`config.mk`:
```
export PLATFORM = sky130hd
export DESIGN_NAME = hsx_engine
export DESIGN_NICKNAME = d
export VERILOG_FILES = /design/src/rtl/hsx_pkg.sv /design/src/rtl/hsx_byte_buf.sv /design/src/rtl/hsx_irq_delay.sv /design/src/rtl/hsx_engine.sv
export SDC_FILE = /design/constraint.sdc
export NUM_CORES = 1
export LEC_CHECK = 0
export ABC_AREA = 1
export BUFFER_PORTS_ARGS = -buffer_cell sky130_fd_sc_hd__buf_2
export CORE_UTILIZATION = 45
export CTS_CLUSTER_SIZE = 12
export DETAILED_ROUTE_END_ITERATION = 8
export PLACE_DENSITY = 0.69
export SYNTH_ARGS = -nofsm -noshare
export SYNTH_HDL_FRONTEND = slang
export SYNTH_HIERARCHICAL = 1
export SYNTH_SLANG_ARGS = --single-unit
```
`constraint.sdc`:
```
create_clock -name clk -period 2.88 [get_ports clk]
set_clock_uncertainty 0.1 [all_clocks]
set_input_delay 0.432 -clock clk [delete_from_list [all_inputs] [get_ports clk]]
set_output_delay 0.432 -clock clk [all_outputs]
set_load 0.01 [all_outputs]
```
`src/rtl/hsx_pkg.sv`:
```
`timescale 1ns/1ps
package hsx_pkg;

    // Handshake phase, tracking the in-progress level and direction seen at the last update
    typedef enum logic [1:0] {
        PH_IDLE = 2'd0,
        PH_RECV = 2'd1,
        PH_SEND = 2'd2
    } phase_e;

    // Interrupt delay timer state
    typedef enum logic {
        TM_IDLE = 1'b0,
        TM_RUN  = 1'b1
    } tmr_e;

endpackage

```
`src/rtl/hsx_byte_buf.sv`:
```
`timescale 1ns/1ps
module hsx_byte_buf #(
    parameter int DEPTH = 16,
    parameter int W     = 8,
    localparam int AW   = (DEPTH > 1) ? $clog2(DEPTH) : 1
) (
    input  logic          clk,
    input  logic          we,
    input  logic [AW-1:0] waddr,
    input  logic [W-1:0]  wdata,
    input  logic [AW-1:0] raddr,
    output logic [W-1:0]  rdata
);

    logic [W-1:0] mem [DEPTH];

    always_ff @(posedge clk) begin
        if (we) begin
            mem[waddr] <= wdata;
        end
    end

    assign rdata = mem[raddr];

endmodule

```
`src/rtl/hsx_irq_delay.sv`:
```
`timescale 1ns/1ps
module hsx_irq_delay import hsx_pkg::*; #(
    parameter int DELAY_CYC = 2000
) (
    input  logic clk,
    input  logic rst_n,
    input  logic kick,
    output logic irq
);

    localparam int CNTW = $clog2(DELAY_CYC + 1);
    localparam logic [CNTW-1:0] LOAD = CNTW'(DELAY_CYC);
    localparam logic [CNTW-1:0] ONE  = CNTW'(1);

    tmr_e            st, st_nx;
    logic [CNTW-1:0] cnt, cnt_nx;
    logic            fire;

    always_comb begin
        st_nx  = st;
        cnt_nx = cnt;
        fire   = 1'b0;
        if (kick) begin
            st_nx  = TM_RUN;
            cnt_nx = LOAD;
        end else begin
            unique case (st)
                TM_IDLE: begin
                    cnt_nx = '0;
                end
                TM_RUN: begin
                    if (cnt == ONE) begin
                        st_nx  = TM_IDLE;
                        cnt_nx = '0;
                        fire   = 1'b1;
                    end else begin
                        cnt_nx = cnt - ONE;
                    end
                end
            endcase
        end
    end

    // state register
    always_ff @(posedge clk or negedge rst_n) begin
        if (!rst_n) begin
            st  <= TM_IDLE;
            cnt <= '0;
        end else begin
            st  <= st_nx;
            cnt <= cnt_nx;
        end
    end

    // output register
    always_ff @(posedge clk or negedge rst_n) begin
        if (!rst_n) begin
            irq <= 1'b0;
        end else begin
            irq <= fire;
        end
    end

    // one pulse per expiry
    a_r10_single_pulse: assert property (@(posedge clk) disable iff (!rst_n)
        irq |=> !irq);

    // a pulse only ever follows a running countdown
    a_r9_from_count: assert property (@(posedge clk) disable iff (!rst_n)
        irq |-> $past(st) == TM_RUN);

endmodule

```
`src/rtl/hsx_engine.sv`:
```
`timescale 1ns/1ps
module hsx_engine import hsx_pkg::*; #(
    parameter int DEPTH    = 16,
    parameter int CLK_MHZ  = 100,
    parameter int DELAY_US = 20,
    localparam int AW      = (DEPTH > 1) ? $clog2(DEPTH) : 1,
    localparam int CW      = $clog2(DEPTH + 1)
) (
    input  logic          clk,
    input  logic          rst_n,
    input  logic          portb_wr,
    input  logic          portb_ack_n,
    input  logic          portb_tip_n,
    input  logic          dir_out,
    input  logic [7:0]    sr_wdata,
    output logic          req_n,
    output logic [7:0]    sr_rdata,
    output logic          sr_irq,
    input  logic          rsp_we,
    input  logic [AW-1:0] rsp_waddr,
    input  logic [7:0]    rsp_wdata,
    input  logic          rsp_load,
    input  logic [CW-1:0] rsp_len,
    output logic          pkt_done,
    output logic [CW-1:0] pkt_len,
    input  logic [AW-1:0] obuf_raddr,
    output logic [7:0]    obuf_rdata,
    output logic          poll_block,
    output logic          poll_unblock
);

    localparam int DELAY_CYC = CLK_MHZ * DELAY_US;
    localparam logic [CW-1:0] DEPTH_C = CW'(DEPTH);
    localparam logic [CW-1:0] ONE_C   = CW'(1);

    phase_e        phase, phase_nx;
    logic [1:0]    hs_last;
    logic [1:0]    hs_now;
    logic [CW-1:0] out_cnt;
    logic [CW-1:0] in_idx;
    logic [CW-1:0] in_size;
    logic [CW-1:0] rsp_len_c;
    logic [7:0]    ibuf_rdata;

    logic hs_changed, active, out_room, in_left, in_last;
    logic step_rx, step_tx, sync_ev, end_ev, idle_upd, sched;

    // ---------------------------------------------------------------
    // Event decode for one port-B update
    // ---------------------------------------------------------------
    assign hs_now     = {portb_ack_n, portb_tip_n};
    assign hs_changed = (hs_now != hs_last);
    assign active     = !portb_tip_n;
    assign out_room   = (out_cnt < DEPTH_C);
    assign in_left    = (in_idx < in_size);
    assign in_last    = ((in_idx + ONE_C) >= in_size);
    assign rsp_len_c  = (rsp_len > DEPTH_C) ? DEPTH_C : rsp_len;

    assign step_rx  = portb_wr && active && dir_out && hs_changed && out_room;
    assign step_tx  = portb_wr && active && !dir_out && hs_changed && in_left;
    assign sync_ev  = portb_wr && !active && (phase == PH_IDLE)
                      && (portb_ack_n != hs_last[1]);
    assign end_ev   = portb_wr && !active && (phase != PH_IDLE);
    assign idle_upd = portb_wr && !active && !sync_ev;
    assign sched    = step_rx || step_tx || sync_ev || end_ev || rsp_load;

    // ---------------------------------------------------------------
    // Phase: next-state logic and state register
    // ---------------------------------------------------------------
    always_comb begin
        phase_nx = phase;
        if (portb_wr) begin
            unique case (phase)
                PH_IDLE, PH_RECV, PH_SEND: begin
                    if (!active)      phase_nx = PH_IDLE;
                    else if (dir_out) phase_nx = PH_RECV;
                    else              phase_nx = PH_SEND;
                end
                default: phase_nx = PH_IDLE;
            endcase
        end
    end

    always_ff @(posedge clk or negedge rst_n) begin
        if (!rst_n) begin
            phase   <= PH_IDLE;
            hs_last <= 2'b11;
        end else begin
            phase <= phase_nx;
            if (portb_wr) hs_last <= hs_now;
        end
    end

    // ---------------------------------------------------------------
    // Counters and outputs
    // ---------------------------------------------------------------
    always_ff @(posedge clk or negedge rst_n) begin
        if (!rst_n) begin
            req_n        <= 1'b1;
            sr_rdata     <= '0;
            out_cnt      <= '0;
            in_idx       <= '0;
            in_size      <= '0;
            pkt_done     <= 1'b0;
            pkt_len      <= '0;
            poll_block   <= 1'b0;
            poll_unblock <= 1'b0;
        end else begin
            pkt_done     <= 1'b0;
            poll_block   <= 1'b0;
            poll_unblock <= 1'b0;

            if (step_rx) begin
                out_cnt    <= out_cnt + ONE_C;
                poll_block <= (out_cnt == '0);
            end

            if (step_tx) begin
                sr_rdata <= ibuf_rdata;
                in_idx   <= in_idx + ONE_C;
                if (in_last) begin
                    req_n        <= 1'b1;
                    poll_unblock <= 1'b1;
                end
            end

            if (sync_ev) begin
                req_n <= portb_ack_n;
            end else if (idle_upd && in_left) begin
                req_n <= 1'b0;
            end

            if (end_ev) begin
                pkt_done <= (out_cnt != '0);
                pkt_len  <= out_cnt;
                out_cnt  <= '0;
            end

            if (rsp_load) begin
                in_idx  <= '0;
                in_size <= rsp_len_c;
                if ((phase == PH_IDLE) && (rsp_len_c != '0)) req_n <= 1'b0;
            end
        end
    end

    // ---------------------------------------------------------------
    // Storage and interrupt timer
    // ---------------------------------------------------------------
    hsx_byte_buf #(.DEPTH(DEPTH), .W(8)) u_obuf (
        .clk   (clk),
        .we    (step_rx),
        .waddr (out_cnt[AW-1:0]),
        .wdata (sr_wdata),
        .raddr (obuf_raddr),
        .rdata (obuf_rdata)
    );

    hsx_byte_buf #(.DEPTH(DEPTH), .W(8)) u_ibuf (
        .clk   (clk),
        .we    (rsp_we),
        .waddr (rsp_waddr),
        .wdata (rsp_wdata),
        .raddr (in_idx[AW-1:0]),
        .rdata (ibuf_rdata)
    );

    hsx_irq_delay #(.DELAY_CYC(DELAY_CYC)) u_delay (
        .clk   (clk),
        .rst_n (rst_n),
        .kick  (sched),
        .irq   (sr_irq)
    );

    // ---------------------------------------------------------------
    // Assertions
    // ---------------------------------------------------------------
    a_r3_no_overflow: assert property (@(posedge clk) disable iff (!rst_n)
        out_cnt <= DEPTH_C);

    a_r2_unchanged_no_store: assert property (@(posedge clk) disable iff (!rst_n)
        (portb_wr && (hs_now == hs_last)) |=> $stable(out_cnt));

    a_r4_block_first: assert property (@(posedge clk) disable iff (!rst_n)
        poll_block |-> (out_cnt == ONE_C));

    a_r5_len_cleared: assert property (@(posedge clk) disable iff (!rst_n)
        pkt_done |-> ((pkt_len != '0) && (out_cnt == '0)));

    a_r6_unblock_req: assert property (@(posedge clk) disable iff (!rst_n)
        poll_unblock |-> (req_n && (in_idx == in_size)));

    a_r11_load_index: assert property (@(posedge clk) disable iff (!rst_n)
        rsp_load |=> ((in_idx == '0) && (in_size <= DEPTH_C)));

    a_r11_no_collision: assert property (@(posedge clk) disable iff (!rst_n)
        !(rsp_load && portb_wr));

endmodule

```
* Word level (Yosys, flattened, before mapping)
Memory sizes are Yosys's and may differ from the RTL's. A register that Yosys moved wholly into a read port is not among the register bits. Cells that the tools add are included. W data, S select, Z words.
Word-level totals: flip-flop bits (word level) 41, latch bits 0, RAM bits 256, bits in read-only memories 0, bits of input ports 37, output and inout bits 26, logic and storage cells 89, memories 2
Memories:
- u_ibuf.mem | depth 16, width 8, read ports 1, clocked after Yosys merged registers in 1, write ports 1, RTL line hsx_byte_buf.sv:15 | logic [W-1:0] mem [DEPTH];
- u_obuf.mem | depth 16, width 8, read ports 1, clocked after Yosys merged registers in 0, write ports 1, RTL line hsx_byte_buf.sv:15
Cells by class: add/sub/neg operators 3, $mul 0, divide/modulo/power cells 0, $lt $le $gt $ge 4, equality and inequality tests 5, shift-type cells 0, multiplexer cells 31, bitwise operators 1, reduce and logical (&&, ||, !) cells 30
Operators by type and width (number):
- $mux W5 | 5
- $mux W11 | 2
- $pmux W11 S2 | 1
- $mux W1 | 20
- $logic_and A1 B1 Y1 | 14
- $eq A11 B1 Y1 const B | 1
- $sub A11 B1 Y11 const B | 1
- $add A5 B1 Y5 const B | 2
- $reduce_bool A5 Y1 | 2
- $mux W2 | 3
- $reduce_bool A2 Y1 | 3
- $ge A5 B5 Y1 | 1
- $gt A5 B5 Y1 const B | 1
- $logic_not A5 Y1 | 1
- $lt A5 B5 Y1 | 1
- $lt A5 B5 Y1 const B | 1
- $logic_not A1 Y1 | 4
- $logic_or A1 B1 Y1 | 4
- $reduce_or A3 Y1 | 1
- $eq A2 B1 Y1 const B | 1
- $eq A2 B2 Y1 const B | 1
- $logic_not A2 Y1 | 1
- $ne A2 B2 Y1 | 1
- $ne A1 B1 Y1 | 1
- $not A1 Y1 | 1

* Depth between registers and ports, before layout
Gate-level depths: netlist of run 1.
word-level depth 10, mapped depth 16, mapped depth without buffers 15

* Cells and area by module
Netlist of run 1, hierarchy kept.
By module, submodules not included:
- hsx_byte_buf | instances 2, cells an instance 543, area an instance 5606.6 sq um, sequential area each 3843.7 sq um
- hsx_engine | instances 1, cells an instance 224, area an instance 1879.3 sq um, sequential area each 904.6 sq um
- hsx_irq_delay | instances 1, cells an instance 96, area an instance 715.7 sq um, sequential area each 325.3 sq um

* Least setup slack after synthesis of run 1
Ideal clock, no wire load.
path type input-to-reg, start input portb_wr, end memory u_obuf.mem[12][0], enable pin, setup time 370 ps, arrival time 1559 ps, required time 2410 ps, slack 851 ps, stages 7, path buffers 1, cells stage by stage buf_4 -> nand2_1 -> nor2_1 -> nand3_2 -> inv_1 -> nand3_1 -> nor2_1
On the way: cells in the longest elaborated chain, start to end 6
Ends and longest elaborated chain:
- start: declaration | RTL line hsx_engine.sv:11 | input logic portb_wr,
- $logic_and A1 B1 Y1 (4 in a row) | RTL line hsx_engine.sv:59 | assign step_rx = portb_wr && active && dir_out && hs_changed && out_room;
- named net step_rx | RTL line hsx_engine.sv:46 | logic step_rx, step_tx, sync_ev, end_ev, idle_upd, sched;
- $mux W1 | RTL line hsx_byte_buf.sv:18 | if (we) begin
- $mux W1 (implied by the code) | RTL line hsx_byte_buf.sv:19 | mem[waddr] <= wdata;
- end: declaration | RTL line hsx_byte_buf.sv:15
The timed path passes the listed nets, and every way through them passes these cells.

* Worst setup path after layout of run 1
start register hs_last[1], end memory u_obuf.mem[4][0], enable pin
On the way: cells in the longest elaborated chain, start to end 5
Ends and longest elaborated chain:
- start: declaration | RTL line hsx_engine.sv:37 | logic [1:0] hs_last;
- start signal: assignment | RTL line hsx_engine.sv:90 | if (portb_wr) hs_last <= hs_now;
- $ne A2 B2 Y1 | RTL line hsx_engine.sv:52 | assign hs_changed = (hs_now != hs_last);
- $logic_and A1 B1 Y1 (2 in a row) | RTL line hsx_engine.sv:59
- named net step_rx | RTL line hsx_engine.sv:46
- $mux W1 | RTL line hsx_byte_buf.sv:18
- $mux W1 (implied by the code) | RTL line hsx_byte_buf.sv:19
The timed path passes the listed nets, and every way through them passes these cells.

==> run metrics, run 1 <==
status=complete, but fails checks; failing checks=negative hold slack; hold_buf cts=0; DP HPWL=about 19 mm; Die Y=177 um; synth warn=6; register area=8920 um2; synth top area cells=edfxtp_1 56%, nand2_1 12%, dfrtp_1 8.3%, nand3_1 7.8%, inv_1 6.9%; Post-synth EDFFs=about 260; Slew Viols, Final=0; post-synthesis sequential area ratio=64.6%; r2r endpoint=u_obuf/mem[4][0]; Total GRT Usage=between 10% and 20%; Detail Route Antenna Nets=0; TritonCTS Buffers=34; Cell Area, Synth=approximately 14,000 um2; Final period util=between 80% and 90%; critical path peak fanout=8; CTS tree=built; area grow syn2layout=12.0%; reg-to-reg slack, setup=roughly 0.46 ns; setup tns final=0 ns; Yosys cell types=33; syn_nets=about 1.5k; Worst-Margin Slew=0.982 ns; Synth area leader=edfxtp_1; ys flop type=edfxtp_1; Root Driver=clkbuf_16; Setup Viol. Count Final=0; number of gates resized after cts=0; Hold/Removal Path Class=input pin to async pin; Die ar.=~31,000 um2; first-pass GRT wire length=47.9 mm; Initial Util=46.2%; Clock Latency Late Sink=approximately 0.52 ns; relative slew slack=between 30% and 40%; vias in the first global route=just over 9k; most frequent cell after synthesis=nand2_1; DRT Pass-1 Iters=5; Reg2Reg Depth=8; Fmax=413 MHz; share of cells above drive strength 1=roughly a tenth; chip width=roughly 180 um; Synth Instances=roughly 1.4k; row cnt=63; WL per Instance=15.9 um; H-tree depth=2; Sink Count=roughly 300; top cells by count, synth=429 x nand2_1, 256 x edfxtp_1, 254 x inv_1; Vias=~9.4k; Non-Filler Instances=approximately 1.9k; DR iter-0 viols=around 650; Placeable Area=between 20,000 and 30,000 um2; area of the multi-input gates=3540 um2; RSZ-0062 raised after global routing=false; P per Cell Area=between 600 and 700 nW/um2; post-CTS setup buffers=0; Clk pin slew, worst setup/hold paths=about 0.06 ns; CTS Buffer Depth=3; antenna violations before repair=0; diode count=0; VDD IR max=between 0.5 and 0.6 mV; total grt overflow=0; NumNets Final=about 1.5k; final wirelength=around 30 mm; final hold viol count=11; maxcap violations=0; Synth top area share=55.7%; hold slack=-0.0215 ns; largest net degree at the start of global routing=65; design area=15,500 um2; placed cell area=around 14,000 um2; final worst path period need=approximately 2.4 ns; WS Path Type=flop to flop; Worst Setup Start Kind=flop; #FFs+latches synth=between 300 and 400; Critical Path RT=2.90 ns; dpl cells=1,829; reg2reg start=hs_last[1]; Synth Area per Inst=9.82 um2; vias per cell=5.00; GPL Wtd Cong=~0.8; Boundary Pins=63; Static Leak=~6.9 nW; drt drc=0; fraction of registers with async set/reset=16.1%; nature of the critical path endpoint=flop; input/output buffers=62; Worst EP arrival=between 2 and 2.5 ns; fill count=2,645
## state kept, by name (all words and copies together), names as in the netlist, 2 cells and up
| name | count |
|---|---|
| hs_last | 2 |
| u_obuf/mem | 128 |
| out_cnt | 5 |
| phase | 2 |
| u_ibuf/mem | 128 |
| sr_rdata | 8 |
| in_idx | 5 |
| u_delay/cnt | 11 |
| in_size | 5 |
| pkt_len | 5 |
## cells by family after synthesis
logic type      after synthesis  synth area share (%)
fa+ha+maj                    15                  1.36
buf+inv                     313                  9.75
flops                       305                  64.6
compound gates               36                  1.50
xor+xnor                      6                 0.381
simple gates                731                  22.4
## metal layers
layer  wire, um  part of all wire, %  global-route usage, %  vias up
met5          0                    0                      0        -
met1      12700                   42                   26.1     4464
met2      14600                   49                   33.1      279
li1           -                    -                      -     4638
met3       1780                  5.9                   3.50       68
met4        872                  2.9                   6.61        0
## cells in the final DEF (no fill, tap or decap), types with 5 or more instances in the layout
master and instances:
buf_2 62, clkinv_1 5, dfrtp_1 45, nand2_1 429
buf_4 23, o21ai_0 19, inv_1 254, clkbuf_16 35
clkbuf_1 13, a21oi_1 7, nor2_1 67, inv_2 5
nand3_1 215, edfxtp_1 256, ha_1 15
## report_power, final
group	switching [mW]	internal, mW
combinational	0.591	0.259
clock	1.68	2.31
sequential	0.0983	4.94
## final cells by class
class	instances	area share, %
Sequential cell	305	57.7
Multi-Input combinational cell	788	22.9
Inverter	260	6.32
Clock buffer	50	6.16
Timing Repair Buffer	86	3.25
Tap cell	390	3.16
Clock inverter	12	0.534
## per-stage QoR
| stage | setup WS (ns) | utilization, % | total power [mW] |
|---|---|---|---|
| after global placement | 0.503 | 48.3 | 5.96 |
| after CTS | 0.499 | 51.8 | 9.97 |
| after global routing | 0.245 | 51.8 | 10.3 |
| after floorplan | 0.851 | - | 5.63 |
| final | 0.458 | 51.8 | 9.87 |
| after detailed placement | 0.424 | 48.3 | 5.98 |
## how the worst max path moves through the flow
stage / from / to / slack (ns)
after floorplan: portb_wr / u_obuf/mem[12][0] / 0.85
after global placement: portb_tip_n / u_obuf/mem[4][4] / 0.50
after detailed placement: portb_tip_n / u_obuf/mem[14][3] / 0.42
after CTS: hs_last[1] / u_obuf/mem[4][0] / 0.50
after global routing: phase[1] / u_delay/cnt[8] / 0.24
final: hs_last[1] / u_obuf/mem[4][0] / 0.46
## critical path, cell delays in order (launching register included)
cell and delay (ns):
dfstp_2 0.52, inv_1 0.04, nand2_1 0.05, nand2_1 0.11
nand2_1 0.12, nand3_2 0.10, inv_1 0.24, nand3b_1 0.20
nor2_1 0.55
(Power assumes the default switching activity.)
==> inputs of run 2 (changes only) <==
--- a/config.mk
+++ b/config.mk
@@ -5,12 +5,12 @@
 export SDC_FILE = /design/constraint.sdc
 export NUM_CORES = 1
 export LEC_CHECK = 0
-export ABC_AREA = 1
+export ABC_AREA = 0
 export BUFFER_PORTS_ARGS = -buffer_cell sky130_fd_sc_hd__buf_2
 export CORE_UTILIZATION = 45
 export CTS_CLUSTER_SIZE = 12
 export DETAILED_ROUTE_END_ITERATION = 8
-export PLACE_DENSITY = 0.69
+export PLACE_DENSITY = 0.7
 export SYNTH_ARGS = -nofsm -noshare
 export SYNTH_HDL_FRONTEND = slang
 export SYNTH_HIERARCHICAL = 1
==> constraint.sdc (replaced) <==
create_clock -name clk -period 2.4 [get_ports clk]
set_clock_uncertainty 0.1 [all_clocks]
set_input_delay 0.36 -clock clk [delete_from_list [all_inputs] [get_ports clk]]
set_output_delay 0.36 -clock clk [all_outputs]
set_load 0.01 [all_outputs]
==> run 2 against run 1 <==
  * Sequential share of layout area is 2.7 points higher
  * Sequential power is 21% higher
  * The flow now finishes without violations
  * Worst setup slack got worse by 0.43 ns
  * Power is 21% higher
  * Clock power rose by 21%
==> run metrics, run 2 <==
status=finished clean; Cell Area, Synth=12,600 um2 (-9.1%); antenna violations before repair=0 (unchanged); Sink Count=305 (unchanged); VDD IR max=0.770 mV (+42%); WS Path Type=flop to output pin; Final period util=a little over nine tenths; fill count=2,148 (-19%); #FFs+latches synth=305 (unchanged); vias per cell=5.46 (+9.2%); Die ar.=28,600 um2 (-9.0%); Clk pin slew, worst setup/hold paths=0.06 ns (about the same); hold slack=0.0206 ns (+0.0420 ns); WL per Instance=20.3 um (+28%); DR iter-0 viols=605 (-6.8%); P per Cell Area=806 nW/um2 (+26%); ys flop type=edfxtp_1; H-tree depth=2 (unchanged); final worst path period need=approximately 2.4 ns; synth warn=6 (unchanged); row cnt=60 (-4.8%); Synth area leader=edfxtp_1; area grow syn2layout=17.6%; DRT Pass-1 Iters=5 (unchanged); dpl cells=1,152 (-37%); chip width=169 um (-4.6%); most frequent cells in the layout=256 x edfxtp_1, 62 x buf_2, 51 x buf_4; CTS tree=built; Die Y=169 um (-4.6%); input/output buffers=62 (unchanged); TritonCTS Buffers=34 (unchanged); GPL Wtd Cong=0.759 (-7.3%); NumNets Final=872 (-43%); relative slew slack=50.8% (+16 points); Synth top area share=61.2% (+5.5 points); Critical Path RT=1.94 ns (-0.96 ns); Final Power=11.9 mW (+21%); critical path peak fanout=1 (-7); vias in the first global route=6,675 (-27%); Root Driver=clkbuf_16; Util after Layout=54.3% (+2.6 points); Synth Instances=688 (-51%); CTS Buffer Depth=3 (unchanged); Non-Filler Instances=1,215 (-36%); Synth Area per Inst=18.3 um2 (+86%); Vias=6,628 (-30%); Placeable Area=27,200 um2 (-9.0%); drt drc=0 (unchanged); Worst EP arrival=1.91 ns (-0.54 ns); syn_nets=740 (-49%); final hold viol count=0 (-11); RSZ-0062 raised after global routing=true; biggest regs=u_ibuf/mem (128), u_obuf/mem (128), u_delay/cnt (11); most common cell after layout, fill and taps aside=edfxtp_1; Setup Viol. Count Final=0 (unchanged); Post-synth EDFFs=256 (unchanged); final wirelength=24.7 mm (-18%); total grt overflow=0 (unchanged); maxcap violations=0 (unchanged); placed cell area=13,700 um2 (-5.3%); share of cells above drive strength 1=28.9% (+19 points); first-pass GRT wire length=38.4 mm (-20%); Clock Latency Late Sink=0.51 ns (about the same); design area=14,800 um2 (-4.5%); Initial Util=46.2% (about the same); Detail Route Antenna Nets=0 (unchanged); Worst Setup Start Kind=flop; Boundary Pins=63 (unchanged); DP HPWL=15.9 mm (-15%); Slew Viols, Final=0 (unchanged); synth top area cells=edfxtp_1 61%, dfrtp_1 9.2%, mux4_2 6.5%, mux4_1 5.9%, a22oi_1 1.9%; Fmax=about 420 MHz; post-synthesis sequential area ratio=71.0% (+6.4 points); diode count=0 (unchanged); Worst-Margin Slew=0.737 ns (-0.244 ns); Total GRT Usage=17.9% (-2.0 points); Yosys cell types=62 (+88%); most frequent cell after synthesis=edfxtp_1; Static Leak=5.27 nW (-24%); Hold/Removal Path Class=input pin to flop; top cells by count, synth=256 x edfxtp_1, 46 x dfrtp_1, 45 x nand2_1, 45 x nor2_1, 36 x mux4_2; nature of the critical path endpoint=output pin; largest net degree at the start of global routing=36 (-45%); fraction of registers with async set/reset=16.1% (unchanged)
-- run 2: cell types whose count changed after synthesis, moves of 22 or more --
cell,before,now
mux4_2,0,36
mux4_1,0,28
nor2_1,67,45
nand2_1,429,45
buf_2,28,6
a22oi_1,0,32
inv_1,254,18
nand3_1,215,7
-- run 2: routing by layer --
metal	wire length, um	share of wire, %	vias to the layer above	global-route usage, %
met1	10700	43	3367	24.6
met5	0	0	-	0
met2	12300	50	186	29.8
li1	-	-	3040	-
met3	1350	5.5	35	3.34
met4	348	1.4	0	4.31
-- run 2: worst max-delay path: stages (launching register included) --
cell and delay [ns]:
edfxtp_1 0.42, mux4_2 0.49, a22oi_2 0.16, buf_4 0.15
nand2_1 0.05, buf_2 0.14
-- run 2: final timing paths --
kind | startpoint | end | slack [ns] | cells after the start
hold / removal | rsp_len[3] | in_size[3] | 0.02 | 3
max in group asynchronous | rst_n | hs_last[1] | 1.26 | 3
hold reg to reg | pkt_len[3] | pkt_len[3] | 0.38 | 2
setup reg to reg | hs_last[1] | u_obuf/mem[0][7] | 0.13 | 6
setup / recovery | u_obuf/mem[0][1] | obuf_rdata[1] | 0.03 | 5
min in group asynchronous | rst_n | sr_rdata[5] | 0.29 | 2
-- run 2: per-stage QoR --
step	TNS [ns]	setup slack (ns)
final	0	0.0308
after floorplan	-1.93	-0.0804
after detailed placement	0	0.0327
after CTS	0	0.00702
after global routing	-0.0214	-0.0128
after global placement	0	0.123
-- run 2: where the power goes --
group          switching, mW  internal, mW
sequential             0.142          5.94
combinational          0.557         0.450
clock                   1.97          2.85
total                   2.67          9.23
-- run 2: cell type report --
class | count | area, um2 | share of cell area, %
multi-input cells | 337 | 3400 | 23.0
flip-flops and latches | 305 | 8920 | 60.4
clock inverters | 13 | 134 | 0.907
inverters | 18 | 67.6 | 0.458
repair buffers | 124 | 883 | 5.98
clock buffers | 46 | 896 | 6.07
well taps | 372 | 465 | 3.15
-- run 2: repair_timing --
item | CTS | global route
endpoints found under the hold margin | 26 | 0
setup endpoints to repair | 2 | 22
hold buffers | 3 | 0
cloned | 0 | 0
buffers inserted | 0 | 1
pin swaps | 2 | 3
resized for setup | 2 | 7
-- run 2: logic make-up after synthesis --
logic type	synth area share [%]
XOR/XNOR	0.618
adder cells (fa/ha/maj)	1.49
AND/OR/NAND/NOR	6.26
multiplexers	13.6
AO/OA/AOI/OAI	4.55
buffers and inverters	2.43
flip-flops	71.0
==> inputs of run 3 (changes only) <==
--- a/config.mk
+++ b/config.mk
@@ -11,6 +11,8 @@
 export CTS_CLUSTER_SIZE = 12
 export DETAILED_ROUTE_END_ITERATION = 8
 export PLACE_DENSITY = 0.7
+export RECOVER_POWER = 100
+export REMOVE_ABC_BUFFERS = 1
 export SYNTH_ARGS = -nofsm -noshare
 export SYNTH_HDL_FRONTEND = slang
 export SYNTH_HIERARCHICAL = 1
==> run 3 against run 2 <==
  * Final area down 1.5%
  * Worst setup slack better by 0.046 ns
  * Routed wire length down 0.66%
  * Non-clock buffer count down 2
  * Hold slack better by 0.00056 ns
  * Clock power up 2%
  * Via count down 0.20%
  * Critical path type unchanged
  * Largest cell class unchanged
==> run metrics, run 3 (synthesized netlist as in run 2, its figures left out) <==
vias in the first global route=6,779 (+1.6%); Final period util=96.8% (-1.9 points); Setup Viol. Count Final=0 (unchanged); final worst path period need=2.32 ns (-0.0457 ns); Worst EP arrival=1.86 ns (-0.05 ns); Total GRT Usage=17.7% (-0.16 points); vias per cell=5.45 (about the same); Worst Hold Path EP=in_size[2]; GPL Wtd Cong=0.869 (+15%); antenna violations before repair=0 (unchanged); diode count=0 (unchanged); Comb pwr share=7.4% (-1.1 points); Detail Route Antenna Nets=0 (unchanged); post-CTS setup buffers=0 (unchanged); Die Y=169 um (unchanged); TritonCTS Buffers=34 (unchanged); maxcap violations=0 (unchanged); Reg2Reg Depth=6 (unchanged); dpl cells=1,153 (+0.087%); WS Path Type=flop to output pin; status=finished clean; Util after Layout=53.5% (-0.80 points); Boundary Pins=63 (unchanged); P per Cell Area=817 nW/um2 (+1.4%); Non-Filler Instances=1,213 (-0.16%); DRT Pass-1 Iters=5 (unchanged); Worst Setup Start Kind=flop; NumNets Final=870 (-0.23%); Static Leak=5.03 nW (-4.5%); Hold/Removal Path Class=input pin to flop; Clock Latency Late Sink=0.51 ns (about the same); hold wc startpoint=rsp_len[2]; drt drc=0 (unchanged); reg2reg start=hs_last[1]; final wirelength=24.5 mm (-0.66%); row cnt=60 (unchanged); Max stage delay cell, worst path=mux4_2; CTS Buffer Depth=3 (unchanged); RSZ-0062 raised after global routing=false; Initial Util=46.2% (unchanged); final hold viol count=0 (unchanged); setup tns final=0 ns (unchanged); CP Cell Sequence=mux4_2, a22oi_1, nand2_1, clkbuf_2; input/output buffers=62 (unchanged); Pint=9.26 mW (+0.27%); DR iter-0 viols=454 (-25%); first-pass GRT wire length=38.1 mm (-0.75%); area grow syn2layout=15.9%; Worst Hold Depth=3 (unchanged); H-tree depth=2 (unchanged); total grt overflow=0 (unchanged); Reg power frac=51.3% (+0.2 points); Vias=6,615 (-0.20%); critical path peak fanout=1 (unchanged); most frequent cells in the layout=256 x edfxtp_1, 73 x clkbuf_1, 45 x nand2_1, 45 x nor2_1, 45 x dfrtp_1; nature of the critical path endpoint=output pin; r2r endpoint=u_obuf/mem[0][2]; Clk pin slew, worst setup/hold paths=0.06 ns (about the same); WL per Instance=20.2 um (-0.50%); fill count=2,207 (+2.7%); relative slew slack=15.2% (-36 points); DP HPWL=16.0 mm (+0.74%); biggest regs=u_ibuf/mem (128), u_obuf/mem (128), u_delay/cnt (11); Critical Path RT=1.94 ns (about the same); Die ar.=28,600 um2 (unchanged); worst stage delay on the critical path=0.47 ns (-0.02 ns); reg-to-reg slack, setup=0.08 ns (-0.05 ns); Fmax=430 MHz (+2.0%); clock power share=41.3% (+0.8 points); P_sw=2.63 mW (-1.5%); share of cells above drive strength 1=20.6% (-8.4 points); most common cell after layout, fill and taps aside=edfxtp_1; CTS tree=built; Worst-Margin Slew=1.27 ns (+0.534 ns); switch share=22.1% (-0.31 points); Root Driver=clkbuf_16; Placeable Area=27,200 um2 (unchanged); Sink Count=305 (unchanged); chip width=169 um (unchanged); largest net degree at the start of global routing=37 (+2.8%); VDD IR max=0.545 mV (-29%); Slew Viols, Final=0 (unchanged)
run 3: changes by cell type in the layout (fill, tap and decap cells not counted), sizes merged:
cell,delta
dlygate4sd3,-2
inv,-2
clkinvlp,+1
clkbuf,+81
clkinv,-1
buf,-79
run 3: metal layers:
metal  share of wire, %  up-vias  track usage, %  wire length, um
met5                  0        -               0                0
met4                2.2        0            5.52              545
met3                4.8       37            2.92             1180
met2                 53      172            31.7            13000
met1                 40     3373            22.1             9820
li1                   -     3033               -                -
run 3: power groups by stage:
stage	clock network, mW	logic [mW]	registers [mW]
final	4.91	0.885	6.10
after CTS	5.02	0.926	6.09
after global routing	5.22	0.978	6.12
after detailed placement	0	0.920	6.20
after floorplan	0	0.472	6.20
after global placement	0	0.908	6.20
run 3: stage by stage:
stage	worst slack (ns)	area, um2	power, mW	hold slack (ns)
floorplan	-1.03	12300	6.67	-0.0356
global placement	0.0577	13600	7.10	0.277
detailed placement	-0.0134	13600	7.12	0.275
CTS	0.00914	14700	12.0	0.00417
global route	0.00554	14600	12.3	0.0325
finish	0.0765	14600	11.9	0.0211
run 3: worst max-delay path, delay by kind of cell, from the launching register on:
| family | cells | cell delay, ns |
|---|---|---|
| mux | 1 | 0.47 |
| simple gates | 1 | 0.09 |
| compound gates | 1 | 0.29 |
| buf+inv | 1 | 0.13 |
| flops | 1 | 0.37 |
run 3: cell type report:
cell class	count	area, um2	area share (%)
inverters	18	67.6	0.464
repair buffers	122	659	4.53
multi-input cells	337	3370	23.2
well taps	372	465	3.20
clock buffers	48	935	6.42
flip-flops and latches	305	8920	61.3
clock inverters	11	131	0.903
run 3: how the worst max path moves through the flow:
stage                           endpoint  slack, ns  cells past startpoint        startpoint
final                      obuf_rdata[6]       0.08                      4  u_obuf/mem[3][6]
after global routing      u_delay/cnt[3]      0.006                      9         in_idx[1]
after CTS                  obuf_rdata[7]      0.009                      4  u_obuf/mem[3][7]
after detailed placement  u_delay/cnt[8]      -0.01                      9       portb_ack_n
after global placement    u_delay/cnt[8]       0.06                      9       portb_ack_n
after floorplan           u_delay/cnt[7]      -1.03                      9         in_idx[0]
run 3: timing repair:
action,4_1_cts,5_1_grt
hold endpoints to repair,16,0
gates resized for setup,0,7
endpoints found under the setup margin,0,19
hold buffers,1,0
